[src/rtl/pwm_tmr_pkg.sv]
package pwm_tmr_pkg;
  localparam int unsigned ADDR_W = 2;

  localparam logic [ADDR_W-1:0] A_PULSE  = 2'd0;
  localparam logic [ADDR_W-1:0] A_PERIOD = 2'd1;
  localparam logic [ADDR_W-1:0] A_CTRL   = 2'd2;

  typedef enum logic [1:0] {
    TK_DIV1 = 2'd0,
    TK_DIV2 = 2'd1,
    TK_DIV4 = 2'd2,
    TK_EXT  = 2'd3
  } tick_sel_e;

  // packed MSB first: bits 5:4 select, 3 pwm, 2 oe, 1 period level, 0 pulse level
  typedef struct packed {
    tick_sel_e tsel;
    logic      pwm_en;
    logic      out_en;
    logic      lvl_period;
    logic      lvl_pulse;
  } ctrl_t;

  localparam int unsigned CTRL_W = $bits(ctrl_t);
endpackage

[src/rtl/pwm_tick_gen.sv]
module pwm_tick_gen
  import pwm_tmr_pkg::*;
#(
  parameter int unsigned PRE_W = 2
) (
  input  logic      clk,
  input  logic      rst,
  input  logic      run_en,
  input  tick_sel_e sel,
  input  logic      ext_tick,
  output logic      tick
);
  logic [PRE_W-1:0] pre_q;

  always_ff @(posedge clk) begin
    if (rst || !run_en) pre_q <= '0;
    else                pre_q <= pre_q + 1'b1;
  end

  always_comb begin
    unique case (sel)
      TK_DIV1: tick = run_en;
      TK_DIV2: tick = run_en & pre_q[0];
      TK_DIV4: tick = run_en & (&pre_q[1:0]);
      default: tick = run_en & ext_tick;
    endcase
  end

  // divide-by-4 never ticks on two adjacent cycles
  a_r3_div4_spacing: assert property (@(posedge clk) disable iff (rst)
    (run_en && sel == TK_DIV4 && tick) |=> !(tick && sel == TK_DIV4));
  // prescaler cleared while disabled
  a_r9_pre_clear: assert property (@(posedge clk) disable iff (rst)
    !run_en |=> pre_q == '0);
endmodule

[src/rtl/pwm_cmp_bank.sv]
module pwm_cmp_bank #(
  parameter int unsigned W = 16
) (
  input  logic         clk,
  input  logic         rst,
  input  logic         wr_pulse,
  input  logic         wr_period,
  input  logic [W-1:0] wr_data,
  input  logic         load,
  output logic [W-1:0] act_pulse,
  output logic [W-1:0] act_period
);
  logic [W-1:0] buf_pulse_q, buf_period_q;

  always_ff @(posedge clk) begin
    if (rst) begin
      buf_pulse_q  <= '0;
      buf_period_q <= '0;
    end else begin
      if (wr_pulse)  buf_pulse_q  <= wr_data;
      if (wr_period) buf_period_q <= wr_data;
    end
  end

  always_ff @(posedge clk) begin
    if (rst) begin
      act_pulse  <= '0;
      act_period <= '0;
    end else if (load) begin
      act_pulse  <= buf_pulse_q;
      act_period <= buf_period_q;
    end
  end

  // active compares change only on a load
  a_r8_shadow_hold: assert property (@(posedge clk) disable iff (rst)
    !load |=> ($stable(act_pulse) && $stable(act_period)));
endmodule

[src/rtl/pwm_cnt_core.sv]
module pwm_cnt_core #(
  parameter int unsigned W      = 16,
  parameter logic [W-1:0] RELOAD = 16'hFFFC
) (
  input  logic         clk,
  input  logic         rst,
  input  logic         en,
  input  logic         tick,
  input  logic [W-1:0] act_pulse,
  input  logic [W-1:0] act_period,
  input  logic         lvl_pulse,
  input  logic         lvl_period,
  input  logic         out_en,
  output logic         load,
  output logic [W-1:0] count,
  output logic         pwm_out
);
  logic run_q, lvl_q;
  logic start, active, hit_per, hit_pul;
  logic [W-1:0] cnt_d;
  logic lvl_d;

  assign start   = en & ~run_q;
  assign active  = en & run_q;
  assign hit_per = active & tick & (count == act_period);
  assign hit_pul = active & tick & (count == act_pulse);
  assign load    = start | hit_per;

  always_comb begin
    cnt_d = count;
    lvl_d = lvl_q;
    if (!en || start) begin
      cnt_d = RELOAD;
      lvl_d = ~lvl_period;
    end else if (hit_per) begin
      cnt_d = RELOAD;
      lvl_d = lvl_period;
    end else if (active && tick) begin
      cnt_d = count + 1'b1;
      if (hit_pul) lvl_d = lvl_pulse;
    end
  end

  always_ff @(posedge clk) begin
    if (rst) begin
      run_q   <= 1'b0;
      count   <= RELOAD;
      lvl_q   <= 1'b1;
      pwm_out <= 1'b0;
    end else begin
      run_q   <= en;
      count   <= cnt_d;
      lvl_q   <= lvl_d;
      pwm_out <= out_en & lvl_d;
    end
  end

  // period match reloads
  a_r5_period_reload: assert property (@(posedge clk) disable iff (rst)
    (active && tick && count == act_period) |=> count == RELOAD);
  // disabled counter holds at reload value
  a_r9_hold_reload: assert property (@(posedge clk) disable iff (rst)
    !en |=> count == RELOAD);
  // no tick, no movement
  a_r4_no_tick_hold: assert property (@(posedge clk) disable iff (rst)
    (en && run_q && !tick) |=> $stable(count));
  // output disabled drives low
  a_r10_out_off: assert property (@(posedge clk) disable iff (rst)
    !out_en |=> !pwm_out);
  // lone pulse match takes pulse level
  a_r6_pulse_level: assert property (@(posedge clk) disable iff (rst)
    (active && tick && count == act_pulse && count != act_period)
      |=> lvl_q == $past(lvl_pulse));
  // coincident matches take period level
  a_r7_period_wins: assert property (@(posedge clk) disable iff (rst)
    (active && tick && count == act_pulse && count == act_period)
      |=> (lvl_q == $past(lvl_period) && count == RELOAD));
endmodule

[src/rtl/pwm_dual_cmp_timer.sv]
module pwm_dual_cmp_timer
  import pwm_tmr_pkg::*;
#(
  parameter int unsigned  CNT_W  = 16,
  parameter logic [CNT_W-1:0] RELOAD = 16'hFFFC
) (
  input  logic             clk,
  input  logic             rst,
  input  logic             wr_en,
  input  logic [1:0]       wr_addr,
  input  logic [CNT_W-1:0] wr_data,
  input  logic             ext_tick,
  output logic [CNT_W-1:0] count_o,
  output logic             pwm_o
);
  ctrl_t ctrl_q;
  logic wr_pulse, wr_period, wr_ctrl;
  logic tick, load;
  logic [CNT_W-1:0] act_pulse, act_period;

  assign wr_pulse  = wr_en && (wr_addr == A_PULSE);
  assign wr_period = wr_en && (wr_addr == A_PERIOD);
  assign wr_ctrl   = wr_en && (wr_addr == A_CTRL);

  always_ff @(posedge clk) begin
    if (rst)          ctrl_q <= '0;
    else if (wr_ctrl) ctrl_q <= ctrl_t'(wr_data[CTRL_W-1:0]);
  end

  pwm_tick_gen #(.PRE_W(2)) u_tick (
    .clk(clk), .rst(rst), .run_en(ctrl_q.pwm_en), .sel(ctrl_q.tsel),
    .ext_tick(ext_tick), .tick(tick)
  );

  pwm_cmp_bank #(.W(CNT_W)) u_bank (
    .clk(clk), .rst(rst), .wr_pulse(wr_pulse), .wr_period(wr_period),
    .wr_data(wr_data), .load(load),
    .act_pulse(act_pulse), .act_period(act_period)
  );

  pwm_cnt_core #(.W(CNT_W), .RELOAD(RELOAD)) u_core (
    .clk(clk), .rst(rst), .en(ctrl_q.pwm_en), .tick(tick),
    .act_pulse(act_pulse), .act_period(act_period),
    .lvl_pulse(ctrl_q.lvl_pulse), .lvl_period(ctrl_q.lvl_period),
    .out_en(ctrl_q.out_en), .load(load), .count(count_o), .pwm_out(pwm_o)
  );

  // address 3 leaves control untouched
  a_r2_addr3_ignored: assert property (@(posedge clk) disable iff (rst)
    (wr_en && wr_addr == 2'd3) |=> $stable(ctrl_q));
endmodule

[config.mk]
export PLATFORM = sky130hd
export DESIGN_NAME = pwm_dual_cmp_timer
export DESIGN_NICKNAME = d
export VERILOG_FILES = /design/src/rtl/pwm_tmr_pkg.sv /design/src/rtl/pwm_tick_gen.sv /design/src/rtl/pwm_cmp_bank.sv /design/src/rtl/pwm_cnt_core.sv /design/src/rtl/pwm_dual_cmp_timer.sv
export SDC_FILE = /design/constraint.sdc
export NUM_CORES = 1
export LEC_CHECK = 0
export ABC_AREA = 0
export BUFFER_PORTS_ARGS = -buffer_cell sky130_fd_sc_hd__buf_2
export CAP_MARGIN = 20
export CORE_MARGIN = 2
export CORE_UTILIZATION = 45
export CTS_CLUSTER_DIAMETER = 80
export CTS_CLUSTER_SIZE = 30
export DETAILED_ROUTE_END_ITERATION = 8
export PLACE_DENSITY = 0.65
export SYNTH_ARGS = -nofsm -noshare
export SYNTH_HDL_FRONTEND = slang
export SYNTH_SLANG_ARGS = --single-unit
[constraint.sdc]
create_clock -name clk -period 2.85 [get_ports clk]
set_clock_uncertainty 0.05 [all_clocks]
set_input_delay 0.855 -clock clk [delete_from_list [all_inputs] [get_ports clk]]
set_output_delay 0.855 -clock clk [all_outputs]
set_load 0.02 [all_outputs]
# After elaboration in Yosys (flattened, before gate mapping)
# Cells that the tools add are included.
# classes
addsub	2
n_reduce_logical	11
n_mux	5
bitwise_logic	12
eq_ne	6
# ops
operator	count
$eq A16 B16 Y1	2
$add A16 B1 Y16 const B	1
$and A1 B1 Y1	9
$eq A2 B1 Y1 const B	2
$eq A2 B2 Y1 const B	2
$logic_and A1 B1 Y1	4
$logic_not A2 Y1	2
$mux W1	4
$pmux W1 S3	1
$reduce_or A3 Y1	1
$add A2 B1 Y2 const B	1
$logic_or A1 B1 Y1	2
$not A1 Y1	2
$reduce_and A2 Y1	1
$logic_not A1 Y1	1
$or A1 B1 Y1	1
# word_totals
register_bits	91
word_cells	50
out_inout_bits	17
in_bits	22

# Longest topological paths before layout
# Gate-level depths: netlist (run 1).
# logic_depth
word_depth	10
ltp_mapped	10
ltp_nobuf	8

# Modules after synthesis
# Synthesis (run 1) repeated with hierarchy kept, for this count alone.
# hier_totals
hier_cells	392
area_unflattened_um2	4010.1
# by_module_without_submodules
module	seq_area_each_um2	area_each_um2	instances	cells_each
pwm_cmp_bank	1281.2	2331.0	1	207
pwm_cnt_core	380.4	1241.2	1	141
pwm_dual_cmp_timer	120.1	296.5	1	29
pwm_tick_gen	40.0	141.4	1	15

# Least setup slack after synthesis (run 1)
# No wires, ideal clock.
# synth_timing
path_kind	input-to-reg
start	in ext_tick
end	reg u_bank.act_pulse[2]
arrival_time_ns	2.148
setup_ns	0.128
path_buffers	3
path_slack_ns	0.524
stages	8
cell_sequence	nor3_1 a311o_1 buf_6 o32a_1 buf_6 buf_12 mux2i_1 nor2_1
# synth_via
elab_chain_cells	5
# synth_lines
item	line_no	rtl
start: declaration	pwm_dual_cmp_timer.sv:12	input logic ext_tick,
$and A1 B1 Y1	pwm_tick_gen.sv:25	default: tick = run_en & ext_tick;
$pmux W1 S3	pwm_tick_gen.sv:21	unique case (sel)
$and A1 B1 Y1 (2 in a row)	pwm_cnt_core.sv:25	assign hit_per = active & tick & (count == act_period);
$or A1 B1 Y1	pwm_cnt_core.sv:27	assign load = start | hit_per;
end signal: assignment	pwm_cmp_bank.sv:30	act_pulse <= buf_pulse_q;
end: declaration	pwm_cmp_bank.sv:10	output logic [W-1:0] act_pulse,
# No other way between the ends.
# A chain may end at the register's enable or synchronous reset.

# Final worst setup path (run 1)
# layout_timing
start	reg ctrl_q[4] (netlist bit)
end	reg u_core.count[12]
# layout_via
elab_chain_cells	5
elab_cells_between_ends	8
classes_between	eq/ne: 2; mux: 1; bitwise: 2; reduce/logical: 3
# layout_lines
item	line_no	rtl
start: declaration	pwm_dual_cmp_timer.sv:16	ctrl_t ctrl_q;
start signal: assignment	pwm_dual_cmp_timer.sv:27	else if (wr_ctrl) ctrl_q <= ctrl_t'(wr_data[CTRL_W-1:0]);
$eq A2 B2 Y1 (tied with other cells)	pwm_tick_gen.sv:21	
$pmux W1 S3 (*)	pwm_tick_gen.sv:21	
$and A1 B1 Y1 (2 in a row)	pwm_cnt_core.sv:25	
$reduce_or A3 Y1 (no source line)	n/a	
end signal: assignment	pwm_cnt_core.sv:52	count <= cnt_d;
end: declaration	pwm_cnt_core.sv:15	output logic [W-1:0] count,
# Every way passes the cells marked *; elsewhere a longest branch is shown, timed or not.

==> results.py, run 1 <==
metrics = {
    "status": {
        "status": "complete, no violations",
    },
    "worst_setup_path": {
        "crit_buf_inv": 2,
        "slowest_stage": "nor3_1",
        "worstPathRequired_ps": 3030,
        "slowest_delay_ps": 440,
        "path_cells": "inv_1, ha_1, nor2b_1, a311o_1, buf_4, nor3_1, nand3_1, xor2_1, nand2_1",
        "cp.arrival_ps": 2650,
        "end_kind": "register",
        "reg2reg_setup_slack_ps": 390,
        "worstPathMaxFanout": 9,
        "path_delay_family": "simple AND/OR/NAND/NOR gates",
        "startpoint_type": "register",
        "crit_type": "reg2reg",
    },
    "global_routing": {
        "grt_pass1_vias": 2741,
        "grt_pass1_wl_um": 13500,
        "antenna_found_initial": 0,
        "grt_max_degree": 33,
        "grt_overflow": 0,
        "track_usage": 0.177,
    },
    "finish": {
        "nNetsFinal": 487,
        "nFillCells": 835,
        "finish.utilization": 0.517,
        "post-route-cell-area_mm2": 0.00427,
        "layout.cells.most_common": "nand2_1",
        "area_growth_pct": 10.6,
        "drive_above_1_share": 0.151,
        "layout_common_cells": "92 x nand2_1, 91 x dfxtp_1, 45 x nor2_1",
        "diodes": 0,
    },
    "detailed_routing": {
        "via_count": 2903,
        "drt_iter0_drc": 144,
        "final_antenna_net_count": 0,
        "via_per_inst": 5.09,
        "wirelength_um": 8240,
        "detail_route.first_pass.iterations": 5,
        "wl_per_cell_um": 14.4,
        "drc": 0,
    },
    "clock_tree": {
        "cts_root_buf": "clkbuf_8",
        "cts_buffers": 9,
        "clk_pin_slew_ps": 80,
        "clock_sinks": 91,
        "h-tree-depth": 3,
        "insertion_delay_ps": 340,
        "hold_buffers": 0,
        "ctsResizeCount": 0,
        "cts_setup_buffers": 0,
        "clockBufferDepth": 2,
        "cts_tree": "done",
    },
    "place": {
        "io_buffer_count": 38,
        "finalWeightedCongestion": 0.790,
        "dp_hpwl_um": 5830,
        "dpl_cell_area_mm2": 0.00410,
        "dpl_worst_slack_ps": 316,
    },
    "die": {
        "die_w_um": 96.6,
        "coreArea_mm2": 0.00826,
        "start_util": 0.468,
        "dieArea_mm2": 0.00934,
        "rows": 33,
        "io_pins": 39,
        "fp.dieH_um": 96.6,
    },
    "synthesis": {
        "syn_area_mm2": 0.00386,
        "synth.distinct_cells": 37,
        "synth_edf_count": 0,
        "synthFlopType": "dfxtp_1",
        "synth_top_area_share": 0.472,
        "ys_ff_latch": 91,
        "synth_top_area_cell": "dfxtp_1",
        "synthCells": 426,
        "synthTopCellsByArea": "dfxtp_1 47%, mux2i_1 9.9%, xor2_1 9.3%",
        "yosys_warnings": 0,
        "syn_avg_cell_area_um2": 9.06,
        "synthArstFlopShare": 0,
        "seq_area_frac_synth": 0.472,
        "synth_nets": 453,
    },
    "timing": {
        "fin_crit_sh": 0.863,
        "fin_setup_tns_ps": 0,
        "fmax_ghz": 0.406,
        "max-slew-margin-rel": 0.606,
        "drv_slew": 0,
        "setup_viol": 0,
        "worstMarginPinSlew_ps": 591,
        "hold_viol_final": 0,
        "setup_ws_ps": 390,
        "grt_setup_unrepaired": "false",
        "period_minus_slack_ps": 2460,
    },
    "power_and_ir_drop": {
        "p_leak_nw": 1.82,
        "max-vdd-ir-drop_uv": 207,
        "power.density_mw_per_mm2": 514,
        "totalPowerFinal_mw": 2.20,
    },
    "job": {
        "drv_cap": 0,
    },
    "min_path": {
        "hp-class": "reg2reg",
    },
}
## worst paths after layout
path / start / end / cells past startpoint
worst max register to register: ctrl_q[4]$_SDFFE_PP0P_ / u_core.count[12]$_SDFFE_PP1N_ / 9
worst min register to register: u_bank.buf_period_q[8]$_SDFFE_PP0P_ / u_bank.buf_period_q[8]$_SDFFE_PP0P_ / 2
worst max-delay path: ctrl_q[4]$_SDFFE_PP0P_ / u_core.count[12]$_SDFFE_PP1N_ / 9
worst min-delay path: u_bank.buf_period_q[8]$_SDFFE_PP0P_ / u_bank.buf_period_q[8]$_SDFFE_PP0P_ / 2
## layer usage
layer / wire length, um / global-route usage / part of all wire
met1: 4160 / 0.256 / 0.50
met3: 349 / 0.0282 / 0.042
met2: 3640 / 0.274 / 0.44
met5: 0 / 0 / 0
met4: 85 / 0.0520 / 0.010
## flip-flops by register name (all words and copies together), names as in the netlist
register,flops
u_bank.buf_pulse_q,16
u_core.lvl_q,1
u_core.run_q,1
u_bank.act_period,16
u_tick.pre_q,2
u_bank.act_pulse,16
u_core.count,16
ctrl_q,6
u_bank.buf_period_q,16
u_core.pwm_out,1
## final cells by class
type                       count  area (um^2)  share of cell area
multi-input combinational    305         1850               0.434
timing repair buffer          50          280              0.0656
clock buffer                  15          166              0.0390
sequential                    91         1820               0.427
clock inverter                 1         7.51             0.00176
tap                          105          131              0.0308
inverter                       3         11.3             0.00264
## synth_stat cells (all sizes together) (2+ instances only)
library cell / number
and4: 2
xor2: 41
a21oi: 32
clkbuf: 17
nor4: 9
buf: 10
inv: 3
nor2: 45
ha: 5
nand3: 7
nand2: 92
xnor2: 5
nor3: 9
mux2i: 38
dfxtp: 91
nand4: 3
## logic make-up (layout without fill, tap and decap cells)
kind of cell             Yosys count  after routing  synth area share
AND/OR/NAND/NOR                  175            175             0.196
flip-flops                        91             91             0.472
XOR/XNOR                          46             46             0.104
AO/OA/AOI/OAI                     41             41            0.0629
multiplexers                      38             38            0.0985
buffers and inverters             30             69            0.0502
adder cells (fa/ha/maj)            5              5            0.0162
## per-stage QoR
stage	hold WS, ps	std cells
floorplan	377	426
global placement	394	554
detailed placement	397	554
CTS	408	570
global route	427	570
finish	406	570
## worst min-delay path: stages (launching register included)
cell	delay, ps
dfxtp_1	310
nand2_1	50
a21oi_1	50
## power by group
part | internal (mW) | switching (mW) | total [mW]
clock network | 0.368 | 0.419 | 0.786
logic | 0.0413 | 0.0657 | 0.107
registers | 1.29 | 0.0126 | 1.30
Power figures use the tool's default switching activity.
==> run 2, diff against run 1 <==
--- a/config.mk
+++ b/config.mk
@@ -6,14 +6,15 @@
 export NUM_CORES = 1
 export LEC_CHECK = 0
 export ABC_AREA = 0
-export BUFFER_PORTS_ARGS = -buffer_cell sky130_fd_sc_hd__buf_2
 export CAP_MARGIN = 20
+export CORE_ASPECT_RATIO = 0.75
 export CORE_MARGIN = 2
 export CORE_UTILIZATION = 45
 export CTS_CLUSTER_DIAMETER = 80
 export CTS_CLUSTER_SIZE = 30
 export DETAILED_ROUTE_END_ITERATION = 8
-export PLACE_DENSITY = 0.65
+export DONT_BUFFER_PORTS = 1
+export PLACE_DENSITY = 0.61
 export SYNTH_ARGS = -nofsm -noshare
 export SYNTH_HDL_FRONTEND = slang
 export SYNTH_SLANG_ARGS = --single-unit
==> run 2 against run 1 <==
Compared with the run above: via count down 5.0%; clock power up 58%; highest routed layer unchanged; clock-buffer cell count down 2; sequential power about the same; final area about the same; first-iteration DRC count rose by 56%; fmax decreased by 3.4%; wire length grew 1.1%; non-clock buffer count down 32; total power up 19%; cell count fell by 5.1%; critical path depth down 1; critical endpoint is now u_bank.act_period[7]$_SDFFE_PP0P_.
==> results.py, run 2 (synthesis results as in run 1) <==
metrics = {
    "finish": {
        "post-route-cell-area_mm2": 0.00427,
        "drive_above_1_share": 0.0947,
        "diodes": 0,
        "area_growth_pct": 10.6,
        "nNetsFinal": 455,
        "finish.utilization": 0.509,
        "layout.cells.most_common": "nand2_1",
        "layout_common_cells": "92 x nand2_1, 91 x dfxtp_1, 45 x nor2_1",
        "fin_cells": 541,
    },
    "die": {
        "rows": 29,
        "die_w_um": 111,
        "io_pins": 39,
        "coreArea_mm2": 0.00838,
        "dieArea_mm2": 0.00935,
        "start_util": 0.461,
        "fp.dieH_um": 84.2,
    },
    "timing": {
        "hold_viol_final": 0,
        "max-slew-margin-rel": 0.644,
        "fin_crit_sh": 0.893,
        "drv_slew": 0,
        "grt_setup_unrepaired": "false",
        "fin_setup_tns_ps": 0,
        "period_minus_slack_ps": 2550,
        "fmax_ghz": 0.393,
        "setup_ws_ps": 304,
        "hold_slack_ps": 402,
        "worstMarginPinSlew_ps": 534,
        "setup_viol": 0,
    },
    "detailed_routing": {
        "drt_iter0_drc": 224,
        "final_antenna_net_count": 0,
        "wl_per_cell_um": 15.4,
        "wirelength_um": 8330,
        "detail_route.first_pass.iterations": 5,
        "via_per_inst": 5.10,
        "drc": 0,
        "via_count": 2758,
    },
    "global_routing": {
        "grt_use_met3": 0.0708,
        "grt_max_degree": 77,
        "track_usage": 0.187,
        "met2_usage": 0.250,
        "antenna_found_initial": 0,
        "busiest_layer": "met1",
        "grt_overflow": 0,
        "grt_pass1_vias": 2599,
        "grt_pass1_wl_um": 13700,
        "gr-usage-met1": 0.279,
    },
    "place": {
        "dp_cells": 525,
        "dp_hpwl_um": 5830,
        "dpl_cell_area_mm2": 0.00396,
        "dpl_worst_slack_ps": 213,
        "finalWeightedCongestion": 0.789,
        "io_buffer_count": 0,
    },
    "worst_setup_path": {
        "startpoint_type": "register",
        "worstPathRequired_ps": 3030,
        "cp.arrival_ps": 2730,
        "crit_type": "reg2reg",
        "end_kind": "register",
        "worstPathMaxFanout": 32,
    },
    "clock_tree": {
        "clk_pin_slew_ps": 60,
        "cts_setup_buffers": 0,
        "hold_buffers": 0,
        "h-tree-depth": 3,
        "clockBufferDepth": 2,
        "ctsResizeCount": 0,
        "cts_root_buf": "clkbuf_16",
        "cts_buffers": 9,
        "cts_tree": "done",
        "clock_sinks": 91,
        "insertion_delay_ps": 340,
    },
    "power_and_ir_drop": {
        "p_seq_frac": 0.500,
        "p_leak_nw": 1.79,
        "power.switching_mw": 0.537,
        "power.density_mw_per_mm2": 612,
        "totalPowerFinal_mw": 2.61,
        "internal-power_mw": 2.07,
        "max-vdd-ir-drop_uv": 436,
        "switching_share": 0.205,
        "clkPwrFrac": 0.475,
        "combPwrFrac": 0.025,
    },
    "status": {
        "status": "complete, no violations",
    },
    "min_path": {
        "hp-class": "reg2reg",
    },
    "job": {
        "drv_cap": 0,
    },
}
## run 2: power groups by stage
stage	Combinational (mW)	Clock, mW	Sequential (mW)
after floorplan	0.0741	0	1.33
after global placement	0.0653	0	1.33
after detailed placement	0.0669	0	1.33
after CTS	0.0671	1.27	1.31
after global routing	0.0748	1.32	1.31
final	0.0660	1.24	1.31
## run 2: path summary, 6_finish.rpt
check | start | slack, ps | depth (start not counted) | end
hold reg to reg | u_bank.buf_period_q[7]$_SDFFE_PP0P_ | 400 | 2 | u_bank.buf_period_q[7]$_SDFFE_PP0P_
setup reg to reg | ctrl_q[4]$_SDFFE_PP0P_ | 300 | 8 | u_bank.act_period[7]$_SDFFE_PP0P_
hold / removal | u_bank.buf_period_q[7]$_SDFFE_PP0P_ | 400 | 2 | u_bank.buf_period_q[7]$_SDFFE_PP0P_
setup / recovery | ctrl_q[4]$_SDFFE_PP0P_ | 300 | 8 | u_bank.act_period[7]$_SDFFE_PP0P_
## run 2: cell type report
cell class,instances,area [um^2]
inverters,3,11.3
well taps,108,135
flip-flops and latches,91,1820
multi-input cells,305,1850
fillers,776,4110
repair buffers,18,135
clock buffers,13,270
clock inverters,3,43.8
## run 2: metal layers
layer | routed length (um) | vias to the layer above | share of wire
li1 | - | 1414 | -
met1 | 4380 | 1265 | 0.53
met2 | 3310 | 70 | 0.40
met3 | 552 | 9 | 0.066
met4 | 85 | 0 | 0.010
met5 | 0 | - | 0
## run 2: worst max-delay path, cell delays in order (launching register included)
cell and delay [ps]:
dfxtp_1 380, inv_1 80, ha_1 300, nor2b_1 150
a311o_1 470, o32a_2 420, buf_4 290, mux2i_1 220
nor2_1 50
